**src/rtl/ulog_pkg.sv**
```systemverilog
package ulog_pkg;
  typedef enum logic [2:0] {
    OP_LOAD   = 3'd0,
    OP_STORE  = 3'd1,
    OP_BEGIN  = 3'd2,
    OP_COMMIT = 3'd3,
    OP_ABORT  = 3'd4
  } op_e;

  typedef enum logic [3:0] {
    ST_IDLE, ST_LDW, ST_LOGA, ST_LOGR, ST_LOGW, ST_STW,
    ST_ABCHK, ST_ABA, ST_ABR, ST_ABW
  } st_e;
endpackage

```
**src/rtl/ulog_bits.sv**
```systemverilog
module ulog_bits #(
  parameter int NLINES = 16,
  localparam int LW = $clog2(NLINES)
) (
  input  logic              clk,
  input  logic              rst_n,
  input  logic [LW-1:0]     line,
  input  logic              set_r,
  input  logic              set_w,
  input  logic              clr_all,
  output logic [NLINES-1:0] rbits,
  output logic [NLINES-1:0] wbits
);
  logic [NLINES-1:0] hit;

  for (genvar gi = 0; gi < NLINES; gi++) begin : g_dec
    assign hit[gi] = (line == LW'(gi));
  end

  always_ff @(posedge clk) begin
    if (!rst_n || clr_all) begin
      rbits <= '0;
      wbits <= '0;
    end else begin
      rbits <= rbits | (hit & {NLINES{set_r}});
      wbits <= wbits | (hit & {NLINES{set_w}});
    end
  end
endmodule

```
**src/rtl/ulog_ptr.sv**
```systemverilog
module ulog_ptr #(
  parameter int AW = 12,
  parameter int LOG_BASE = 512,
  parameter int ENTRY_W = 9
) (
  input  logic          clk,
  input  logic          rst_n,
  input  logic          advance,
  input  logic          retreat,
  input  logic          rewind,
  output logic [AW-1:0] ptr
);
  localparam logic [AW-1:0] BASE_A  = AW'(LOG_BASE);
  localparam logic [AW-1:0] ENTRY_A = AW'(ENTRY_W);

  always_ff @(posedge clk) begin
    if (!rst_n || rewind) ptr <= BASE_A;
    else if (advance)     ptr <= ptr + ENTRY_A;
    else if (retreat)     ptr <= ptr - ENTRY_A;
  end
endmodule

```
**src/rtl/ulog_ctrl.sv**
```systemverilog
module ulog_ctrl
  import ulog_pkg::*;
#(
  parameter int AW       = 12,
  parameter int DW       = 32,
  parameter int WPB      = 8,
  parameter int NLINES   = 16,
  parameter int LOG_BASE = 512,
  parameter int DEPTH_W  = 4
) (
  input  logic                                   clk,
  input  logic                                   rst_n,
  input  logic                                   req_valid,
  output logic                                   req_ready,
  input  logic [2:0]                             req_op,
  input  logic [$clog2(NLINES)+$clog2(WPB)-1:0]  req_addr,
  input  logic [DW-1:0]                          req_wdata,
  output logic                                   rsp_valid,
  output logic [DW-1:0]                          rsp_rdata,
  output logic                                   mem_en,
  output logic                                   mem_we,
  output logic [AW-1:0]                          mem_addr,
  output logic [DW-1:0]                          mem_wdata,
  input  logic [DW-1:0]                          mem_rdata,
  output logic                                   busy,
  output logic [DEPTH_W-1:0]                     tx_depth,
  output logic [AW-1:0]                          log_ptr,
  output logic [NLINES-1:0]                      rd_bits,
  output logic [NLINES-1:0]                      wr_bits
);
  localparam int OW      = $clog2(WPB);
  localparam int LW      = $clog2(NLINES);
  localparam int ENTRY_W = 1 + WPB;
  localparam logic [AW-1:0] BASE_A  = AW'(LOG_BASE);
  localparam logic [AW-1:0] ENTRY_A = AW'(ENTRY_W);
  localparam logic [OW-1:0] K_LAST  = OW'(WPB - 1);

  st_e st, st_nx;
  logic [OW-1:0] k;
  logic [LW-1:0] sav_line, bit_line;
  logic [OW-1:0] sav_word;
  logic [DW-1:0] sav_data;
  logic [DEPTH_W-1:0] depth;
  logic accept, in_tx, ab_done;
  logic set_r, set_w, clr_all, adv, ret, rew;
  logic [LW-1:0] req_line;
  logic [AW-1:0] entry_top;

  assign req_ready = (st == ST_IDLE);
  assign busy      = ~req_ready;
  assign accept    = req_valid && req_ready;
  assign req_line  = req_addr[LW+OW-1:OW];
  assign in_tx     = (depth != '0);
  assign tx_depth  = depth;
  assign rsp_rdata = mem_rdata;
  assign bit_line  = (st == ST_IDLE) ? req_line : sav_line;
  assign entry_top = log_ptr - ENTRY_A;
  assign ab_done   = (log_ptr == BASE_A);

  ulog_bits #(.NLINES(NLINES)) u_bits (
    .clk(clk), .rst_n(rst_n), .line(bit_line), .set_r(set_r), .set_w(set_w),
    .clr_all(clr_all), .rbits(rd_bits), .wbits(wr_bits)
  );

  ulog_ptr #(.AW(AW), .LOG_BASE(LOG_BASE), .ENTRY_W(ENTRY_W)) u_ptr (
    .clk(clk), .rst_n(rst_n), .advance(adv), .retreat(ret), .rewind(rew),
    .ptr(log_ptr)
  );

  always_comb begin
    st_nx = st;
    mem_en = 1'b0; mem_we = 1'b0; mem_addr = '0; mem_wdata = '0;
    set_r = 1'b0; set_w = 1'b0; clr_all = 1'b0;
    adv = 1'b0; ret = 1'b0; rew = 1'b0; rsp_valid = 1'b0;
    unique case (st)
      ST_IDLE: if (accept) begin
        case (req_op)
          OP_LOAD: begin
            mem_en = 1'b1; mem_addr = AW'(req_addr);
            set_r = in_tx; st_nx = ST_LDW;
          end
          OP_STORE: begin
            if (in_tx && !wr_bits[req_line]) st_nx = ST_LOGA;
            else begin
              mem_en = 1'b1; mem_we = 1'b1;
              mem_addr = AW'(req_addr); mem_wdata = req_wdata;
            end
          end
          OP_COMMIT: if (depth == DEPTH_W'(1)) begin
            clr_all = 1'b1; rew = 1'b1;
          end
          OP_ABORT: if (in_tx) st_nx = ST_ABCHK;
          default: ;
        endcase
      end
      ST_LDW: begin
        rsp_valid = 1'b1; st_nx = ST_IDLE;
      end
      ST_LOGA: begin
        mem_en = 1'b1; mem_we = 1'b1; mem_addr = log_ptr;
        mem_wdata = DW'({sav_line, {OW{1'b0}}});
        st_nx = ST_LOGR;
      end
      ST_LOGR: begin
        mem_en = 1'b1; mem_addr = AW'({sav_line, k}); st_nx = ST_LOGW;
      end
      ST_LOGW: begin
        mem_en = 1'b1; mem_we = 1'b1;
        mem_addr = log_ptr + AW'(1) + AW'(k); mem_wdata = mem_rdata;
        st_nx = (k == K_LAST) ? ST_STW : ST_LOGR;
      end
      ST_STW: begin
        mem_en = 1'b1; mem_we = 1'b1;
        mem_addr = AW'({sav_line, sav_word}); mem_wdata = sav_data;
        set_w = 1'b1; adv = 1'b1; st_nx = ST_IDLE;
      end
      ST_ABCHK: begin
        if (ab_done) begin
          clr_all = 1'b1; rew = 1'b1; st_nx = ST_IDLE;
        end else begin
          mem_en = 1'b1; mem_addr = entry_top; st_nx = ST_ABA;
        end
      end
      ST_ABA: begin
        mem_en = 1'b1; mem_addr = entry_top + AW'(1); st_nx = ST_ABW;
      end
      ST_ABR: begin
        mem_en = 1'b1; mem_addr = entry_top + AW'(1) + AW'(k); st_nx = ST_ABW;
      end
      ST_ABW: begin
        mem_en = 1'b1; mem_we = 1'b1;
        mem_addr = AW'({sav_line, k}); mem_wdata = mem_rdata;
        if (k == K_LAST) begin
          ret = 1'b1; st_nx = ST_ABCHK;
        end else st_nx = ST_ABR;
      end
      default: st_nx = ST_IDLE;
    endcase
  end

  always_ff @(posedge clk) begin
    if (!rst_n) begin
      st <= ST_IDLE; k <= '0; depth <= '0;
      sav_line <= '0; sav_word <= '0; sav_data <= '0;
    end else begin
      st <= st_nx;
      if (accept) begin
        sav_line <= req_line;
        sav_word <= req_addr[OW-1:0];
        sav_data <= req_wdata;
        k <= '0;
        if (req_op == OP_BEGIN && depth != {DEPTH_W{1'b1}}) depth <= depth + 1'b1;
        if (req_op == OP_COMMIT && in_tx) depth <= depth - 1'b1;
      end
      if (st == ST_LOGW || st == ST_ABW) k <= (k == K_LAST) ? '0 : k + 1'b1;
      if (st == ST_ABA) sav_line <= mem_rdata[LW+OW-1:OW];
      if (st == ST_ABCHK && ab_done) depth <= '0;
    end
  end
endmodule

```
**config.mk**
```make
export PLATFORM = sky130hd
export DESIGN_NAME = ulog_ctrl
export DESIGN_NICKNAME = d
export VERILOG_FILES = /design/src/rtl/ulog_pkg.sv /design/src/rtl/ulog_bits.sv /design/src/rtl/ulog_ptr.sv /design/src/rtl/ulog_ctrl.sv
export SDC_FILE = /design/constraint.sdc
export NUM_CORES = 1
export LEC_CHECK = 0
export BUFFER_PORTS_ARGS = -buffer_cell sky130_fd_sc_hd__buf_2
export CAP_MARGIN = 20
export CELL_PAD_IN_SITES_DETAIL_PLACEMENT = 0
export CELL_PAD_IN_SITES_GLOBAL_PLACEMENT = 1
export CORE_ASPECT_RATIO = 1.1
export CORE_MARGIN = 2
export CORE_UTILIZATION = 38
export DETAILED_ROUTE_END_ITERATION = 12
export GPL_ROUTABILITY_DRIVEN = 0
export PLACE_DENSITY = 0.87
export RECOVER_POWER = 50
export SLEW_MARGIN = 25
export SYNTH_ARGS = -nofsm -noshare
export SYNTH_HDL_FRONTEND = slang
export SYNTH_HIERARCHICAL = 1
export SYNTH_SLANG_ARGS = --single-unit
```
**constraint.sdc**
```tcl
create_clock -name clk -period 4.4 [get_ports clk]
set_input_delay 1.1 -clock clk [delete_from_list [all_inputs] [get_ports clk]]
set_output_delay 1.1 -clock clk [all_outputs]
set_load 0.02 [all_outputs]
```
==> results_dict.tcl, run 1 <==
set metrics [dict create \
    whs_endpoint "u_bits/rbits[5]" \
    yosys.area.top_type "dfxtp_1" \
    arrival_ps 3210 \
    status "finished, violations left" \
    routedWlPerCell_um 18.0 \
    worst_pin_slew_ps 1610 \
    ys_types 78 \
    netlist_area_mm2 0.00687 \
    fillCellCount 1825 \
    r2r_start "st[3]" \
    path_cells "buf_6 -> o31a_1 -> nor3_4 -> a31oi_4 -> or4b_4 -> xnor2_4 -> a21oi_2 -> nand3_1 -> xor2_1 -> a211o_1 -> buf_4" \
    multi_input_area_mm2 0.00462 \
    reg2reg_to "u_bits/rbits[1]" \
    detail_route.vias_per_cell 5.60 \
    layout_common_cells "135 x nand2_1, 128 x buf_2, 92 x dfxtp_1" \
    hp-start "u_bits/rbits[5]" \
    grt_max_degree 49 \
    setup_tns_ps 0 \
    drv_cap 1 \
    worstSetupStartpoint "u_ptr/ptr[0]" \
    antenna_found_initial 0 \
    ys_ff_latch 94 \
    synth.area.mux_share_pct 2.75 \
    ys.flop_type "dfxtp_1" \
    ant_nets 0 \
    peakVddDrop_mv 0.176 \
    grt_pass1_vias 6720 \
    rows 51 \
    seq_power_share_pct 45.9 \
    overflow 0 \
    dieArea_mm2 0.0192 \
    antenna_cells 0 \
    core_mm2 0.0177 \
    fmax_mhz 232 \
    drive_gt1_share_pct 23.2 \
    fin_area_mm2 0.00839 \
    max_stage_delay_ps 570 \
    powerDensity_mw_per_mm2 234 \
    yosys.area_share.xor_xnor_pct 4.96 \
    synth_top_family_by_area "compound AO/OA/AOI/OAI gates" \
    cellLeakagePower_uw 0.00329 \
    avgSynthCellArea_um2 7.96 \
    area_growth_pct 22.2 \
    comb_power_share_pct 15.8 \
    grt_util_all_layers_pct 22.9 \
    placed_cell_area_mm2 0.00796 \
    ff_latch_area_mm2 0.00188 \
    layout_commonest_cell "nand2_1" \
    violations "capacitance limit, slew limit" \
    slew_violations 34 \
    reg2reg_slack_ps 440 \
    fin_crit_ps 4310 \
    skew_ps 8.86 \
    die_w_um 132 \
    clk_pin_slew_ps 70 \
    syn_inst 863 \
    critPathKind "reg -> out" \
    power_switching_share_pct 29.3 \
    num_vias 7111 \
    end_kind "output pin" \
    io_pins 206 \
    syn_nets 966 \
    setup_viol 0 \
    synth-compound-area-share_pct 29.6 \
    crit_fanout 10 \
    dr.first_iter.drc_count 611 \
    hpwlAfterDp_mm 16.9 \
    p_sw_uw 574 \
    initial_core_util_pct 38.8 \
    synth_top_area_share_pct 27.4 \
    synthAdderAreaFrac_pct 5.07 \
    cts_max_path_buffers 2 \
    power.total_uw 1960 \
    cp_slowest_cell "or4b_4" \
    grt_first_pass_wirelength_mm 35.7 \
    root_buffer "clkbuf_16" \
    ys_warn_count 6 \
    pwr-share-clk_pct 38.3 \
    cts_num_sinks 94 \
    hold_depth 1 \
    r2r_cells 9 \
    htree_num_levels 3 \
    hold_viol_final 0 \
    hold_class "reg -> reg" \
    async_reset_ff_share_pct 0 \
    drt-total-wl_mm 22.8 \
    yosys.area_share.simple_pct 22.2 \
    cts_tree "built" \
    drtPass1Iterations 6 \
    p_int_uw 1390 \
    port_buffers 205 \
    clk_latency_ps 360 \
    drc 0 \
    die_height_um 145 \
    cp.required_ps 3300 \
    seq_area_frac_synth_pct 27.4 \
    slew_headroom_pct -7.14 \
    ys_top_cells_by_area "dfxtp_1 27%, nand2_1 7.4%, o21ai_0 4.8%" \
    cts_made_buffers 9 \
    cp-start-kind "register" \
    nNetsFinal 1130 \
    synth_edf_count 0 \
    min_period_over_period_pct 98.0 \
]
## power by group through the flow
stage | Sequential [uW] | Combinational, uW | Clock [uW]
final | 901 | 310 | 751
after global routing | 904 | 337 | 804
after CTS | 900 | 312 | 766
after detailed placement | 919 | 311 | 0
after global placement | 919 | 310 | 0
after floorplan | 911 | 206 | 0
## how the worst max path moves through the flow
stage / to / slack (ps) / cells past startpoint
6_report: mem_addr[11] / 90 / 11
5_1_grt: mem_addr[11] / -90 / 13
4_1_cts: mem_addr[11] / 10 / 11
3_5_place_dp: mem_addr[6] / 80 / 10
3_3_place_gp: mem_addr[6] / 140 / 10
2_1_floorplan: mem_addr[11] / 90 / 13
## Yosys cell counts (13+ instances only)
| cell | number |
|---|---|
| xnor2_1 | 22 |
| a21oi_1 | 32 |
| nand3_1 | 20 |
| o21ai_0 | 66 |
| clkbuf_1 | 43 |
| a21boi_0 | 35 |
| a22oi_1 | 31 |
| nand2_1 | 135 |
| xor2_1 | 15 |
| nor3_1 | 13 |
| inv_1 | 16 |
| nor2_1 | 49 |
| dfxtp_1 | 94 |
| ha_1 | 23 |
| o2bb2ai_1 | 25 |
| buf_4 | 33 |
| nor2b_1 | 14 |
## state kept, by name (all words and copies together), names as in the netlist
register / count
sav_data: 32
tx_depth: 4
sav_word: 3
sav_line: 4
u_bits/rbits: 16
k: 3
u_bits/wbits: 16
u_ptr/ptr: 12
st: 4
## area by class of cell
cell class	count	share of cell area (%)
Clock buffer	10	2.85
Multi-Input combinational cell	664	55.1
Sequential cell	94	22.5
Timing Repair Buffer	242	14.8
Inverter	16	0.716
Tap cell	238	3.55
Clock inverter	6	0.522
## through the flow
stage / cells / hold WS (ps) / worst slack (ps) / utilization, %
after floorplan: 863 / 441 / 93.1 / -
after global placement: 1245 / 441 / 136 / 45.0
after detailed placement: 1245 / 443 / 78.5 / 45.0
after CTS: 1261 / 466 / 11.7 / 46.7
after global routing: 1270 / 486 / -90.5 / 47.5
final: 1270 / 462 / 87.1 / 47.5
## per-layer routing
layer | up-vias | track usage (%) | wire [um]
met5 | - | 0 | 0
met2 | 302 | 37.7 | 10900
met1 | 3305 | 29.5 | 9600
met4 | 0 | 7.90 | 537
li1 | 3468 | - | -
met3 | 36 | 5.42 | 1790
## logic make-up after synthesis
family,Yosys count
xor gates and xnor gates,38
buffers and inverters,105
and+or+nand+nor,306
AOI/OAI and AO/OA,282
DFF,94
adders and majority gates,26
muxes,12
## critical path, delay by kind of cell (launching register included)
family	cells	cell delay [ps]
compound gates	4	960
simple gates	3	920
xor+xnor	2	350
flops	1	320
buf+inv	2	310
## repair_timing
item | in CTS | in global routing
pin swaps | 0 | 12
setup endpoints to repair | 1 | 5
setup buffers | 0 | 9
hold buffers | 0 | 0
gates resized for setup | 5 | 32
cloned | 0 | 0
Note: power is estimated with default switching activity, not from simulation.
==> run 2, diff against run 1 <==
--- a/config.mk
+++ b/config.mk
@@ -7,14 +7,13 @@
 export LEC_CHECK = 0
 export BUFFER_PORTS_ARGS = -buffer_cell sky130_fd_sc_hd__buf_2
 export CAP_MARGIN = 20
-export CELL_PAD_IN_SITES_DETAIL_PLACEMENT = 0
-export CELL_PAD_IN_SITES_GLOBAL_PLACEMENT = 1
 export CORE_ASPECT_RATIO = 1.1
 export CORE_MARGIN = 2
-export CORE_UTILIZATION = 38
+export CORE_UTILIZATION = 45
 export DETAILED_ROUTE_END_ITERATION = 12
 export GPL_ROUTABILITY_DRIVEN = 0
-export PLACE_DENSITY = 0.87
+export HOLD_SLACK_MARGIN = 0.08
+export PLACE_DENSITY = 0.76
 export RECOVER_POWER = 50
 export SLEW_MARGIN = 25
 export SYNTH_ARGS = -nofsm -noshare
==> run 2 against run 1 <==
Effect of this change: the flow now finishes without violations; first-iteration DRC count increased by 2.8%; worst setup slack better by 31 ps; register-to-register slack better by 440 ps; highest routed layer is now met5; final area shrank 1.7%; die area shrank 15%; clock skew is 0.52 ps lower; non-clock buffer count is 5 lower; largest cell class unchanged; clock power is 2% higher.
==> results_dict.tcl, run 2 (synthesis results as in run 1) <==
set metrics [dict create \
    hold_viol_final 0 \
    arrival_ps 3180 \
    cellLeakagePower_uw 0.00327 \
    regMostFlops "sav_data" \
    finish.utilization_pct 55.0 \
    placed_cell_area_mm2 0.00791 \
    cp.required_ps 3300 \
    initial_core_util_pct 45.8 \
    fmax_mhz 234 \
    io_pins 206 \
    grt_max_degree 50 \
    drtPass1Iterations 5 \
    overflow 0 \
    clk_pin_slew_ps 70 \
    drive_gt1_share_pct 23.8 \
    dieArea_mm2 0.0163 \
    slew_headroom_pct 43.5 \
    powerDensity_mw_per_mm2 239 \
    dp.cells 1204 \
    power_switching_share_pct 29.5 \
    cts_hold_buf 0 \
    cts_max_path_buffers 2 \
    clk_latency_ps 350 \
    cp_top_family "simple AND/OR/NAND/NOR gates" \
    comb_power_share_pct 15.6 \
    cp_slowest_cell "or4b_4" \
    end_kind "output pin" \
    area_growth_pct 20.1 \
    core_mm2 0.0150 \
    p_int_uw 1390 \
    peakVddDrop_mv 0.196 \
    final_cells 1223 \
    setup_viol 0 \
    biggestRegsByFlops "sav_data (32), u_bits/rbits (16), u_bits/wbits (16)" \
    cts_tree "built" \
    drc 0 \
    crit_buf_inv 2 \
    fin_crit_ps 4280 \
    fillCellCount 1479 \
    fin_area_mm2 0.00825 \
    detail_route.vias_per_cell 5.93 \
    cp-start-kind "register" \
    largest_reg_flops 32 \
    rows 47 \
    grt_pass1_vias 6639 \
    dr.first_iter.drc_count 628 \
    hold_class "reg -> reg" \
    htree_num_levels 3 \
    drv_cap 0 \
    hpwlAfterDp_mm 16.2 \
    die_w_um 122 \
    port_buffers 205 \
    layout_commonest_cell "buf_2" \
    layout_common_cells "140 x buf_2, 135 x nand2_1, 92 x dfxtp_1" \
    antenna_found_initial 2 \
    drt-total-wl_mm 22.2 \
    root_buffer "clkbuf_16" \
    critPathKind "reg -> out" \
    routedWlPerCell_um 18.1 \
    worst_pin_slew_ps 844 \
    grt_util_all_layers_pct 26.4 \
    path_cells "inv_2 -> ha_4 -> nor4bb_1 -> o31a_1 -> and2_0 -> or4b_4 -> xnor2_2 -> a21oi_2 -> nand3_1 -> xor2_1 -> a211o_1 -> buf_2" \
    cts_made_buffers 9 \
    p_sw_uw 581 \
    nNetsFinal 1125 \
    slew_violations 0 \
    grt_first_pass_wirelength_mm 34.3 \
    die_height_um 134 \
    ff_latch_area_mm2 0.00188 \
    crit_fanout 9 \
    max_stage_delay_ps 480 \
    cts_num_sinks 94 \
    num_vias 7250 \
    pwr-share-clk_pct 38.7 \
    power.total_uw 1970 \
    skew_ps 8.34 \
    min_period_over_period_pct 97.3 \
    ant_nets 0 \
    antenna_cells 0 \
    multi_input_area_mm2 0.00458 \
    seq_power_share_pct 45.7 \
    status "completed" \
]
run 2: path summary, 6_finish.rpt:
| path | cells past startpoint | to | slack (ps) | from |
|---|---|---|---|---|
| setup / recovery | 12 | mem_addr[11] | 120 | u_ptr/ptr[1] |
| hold / removal | 1 | u_bits/rbits[14] | 470 | u_bits/rbits[14] |
| setup reg to reg | 9 | u_ptr/ptr[9] | 880 | st[2] |
| hold reg to reg | 1 | u_bits/rbits[14] | 470 | u_bits/rbits[14] |
run 2: power by group through the flow:
stage	logic [uW]	registers, uW	clock network, uW
after floorplan	206	911	0
after global placement	304	919	0
after detailed placement	307	920	0
after CTS	308	901	771
after global routing	334	904	804
final	308	902	763
run 2: area by class of cell:
type	instances	share of cell area, %
multi-input combinational	664	55.5
sequential	94	22.8
timing repair buffer	237	14.5
tap	196	2.97
clock buffer	11	2.94
inverter	16	0.728
clock inverter	5	0.501
run 2: worst register-to-register path, cell delays in order (launching register included):
cell and delay [ps]:
dfxtp_1 720, nand2_1 250, nor2_4 360, inv_1 320, ha_1 430, and2_1 180
a221oi_1 570, a211oi_1 200, mux2i_1 160, a311oi_1 250
run 2: per-stage QoR:
| stage | setup WS [ps] | TNS, ps | hold slack [ps] |
|---|---|---|---|
| after floorplan | 93.1 | 0 | 441 |
| after global placement | 124 | 0 | 443 |
| after detailed placement | 124 | 0 | 443 |
| after CTS | 19.3 | 0 | 463 |
| after global routing | -34.1 | -34.1 | 490 |
| final | 118 | 0 | 466 |
run 2: metal layers:
metal  global-route usage [%]  part of all wire (%)  up-vias
li1                         -                     -     3459
met2                     42.6                    47      360
met4                     11.7                   3.9        2
met1                     33.6                    41     3365
met5                        0                 0.059        -
met3                     5.95                   8.1       64
run 2: what timing repair did:
action / CTS / global route
setup buffers: 0 / 3
gates resized for setup: 5 / 24
pin swaps: 0 / 3
endpoints found under the setup margin: 1 / 4
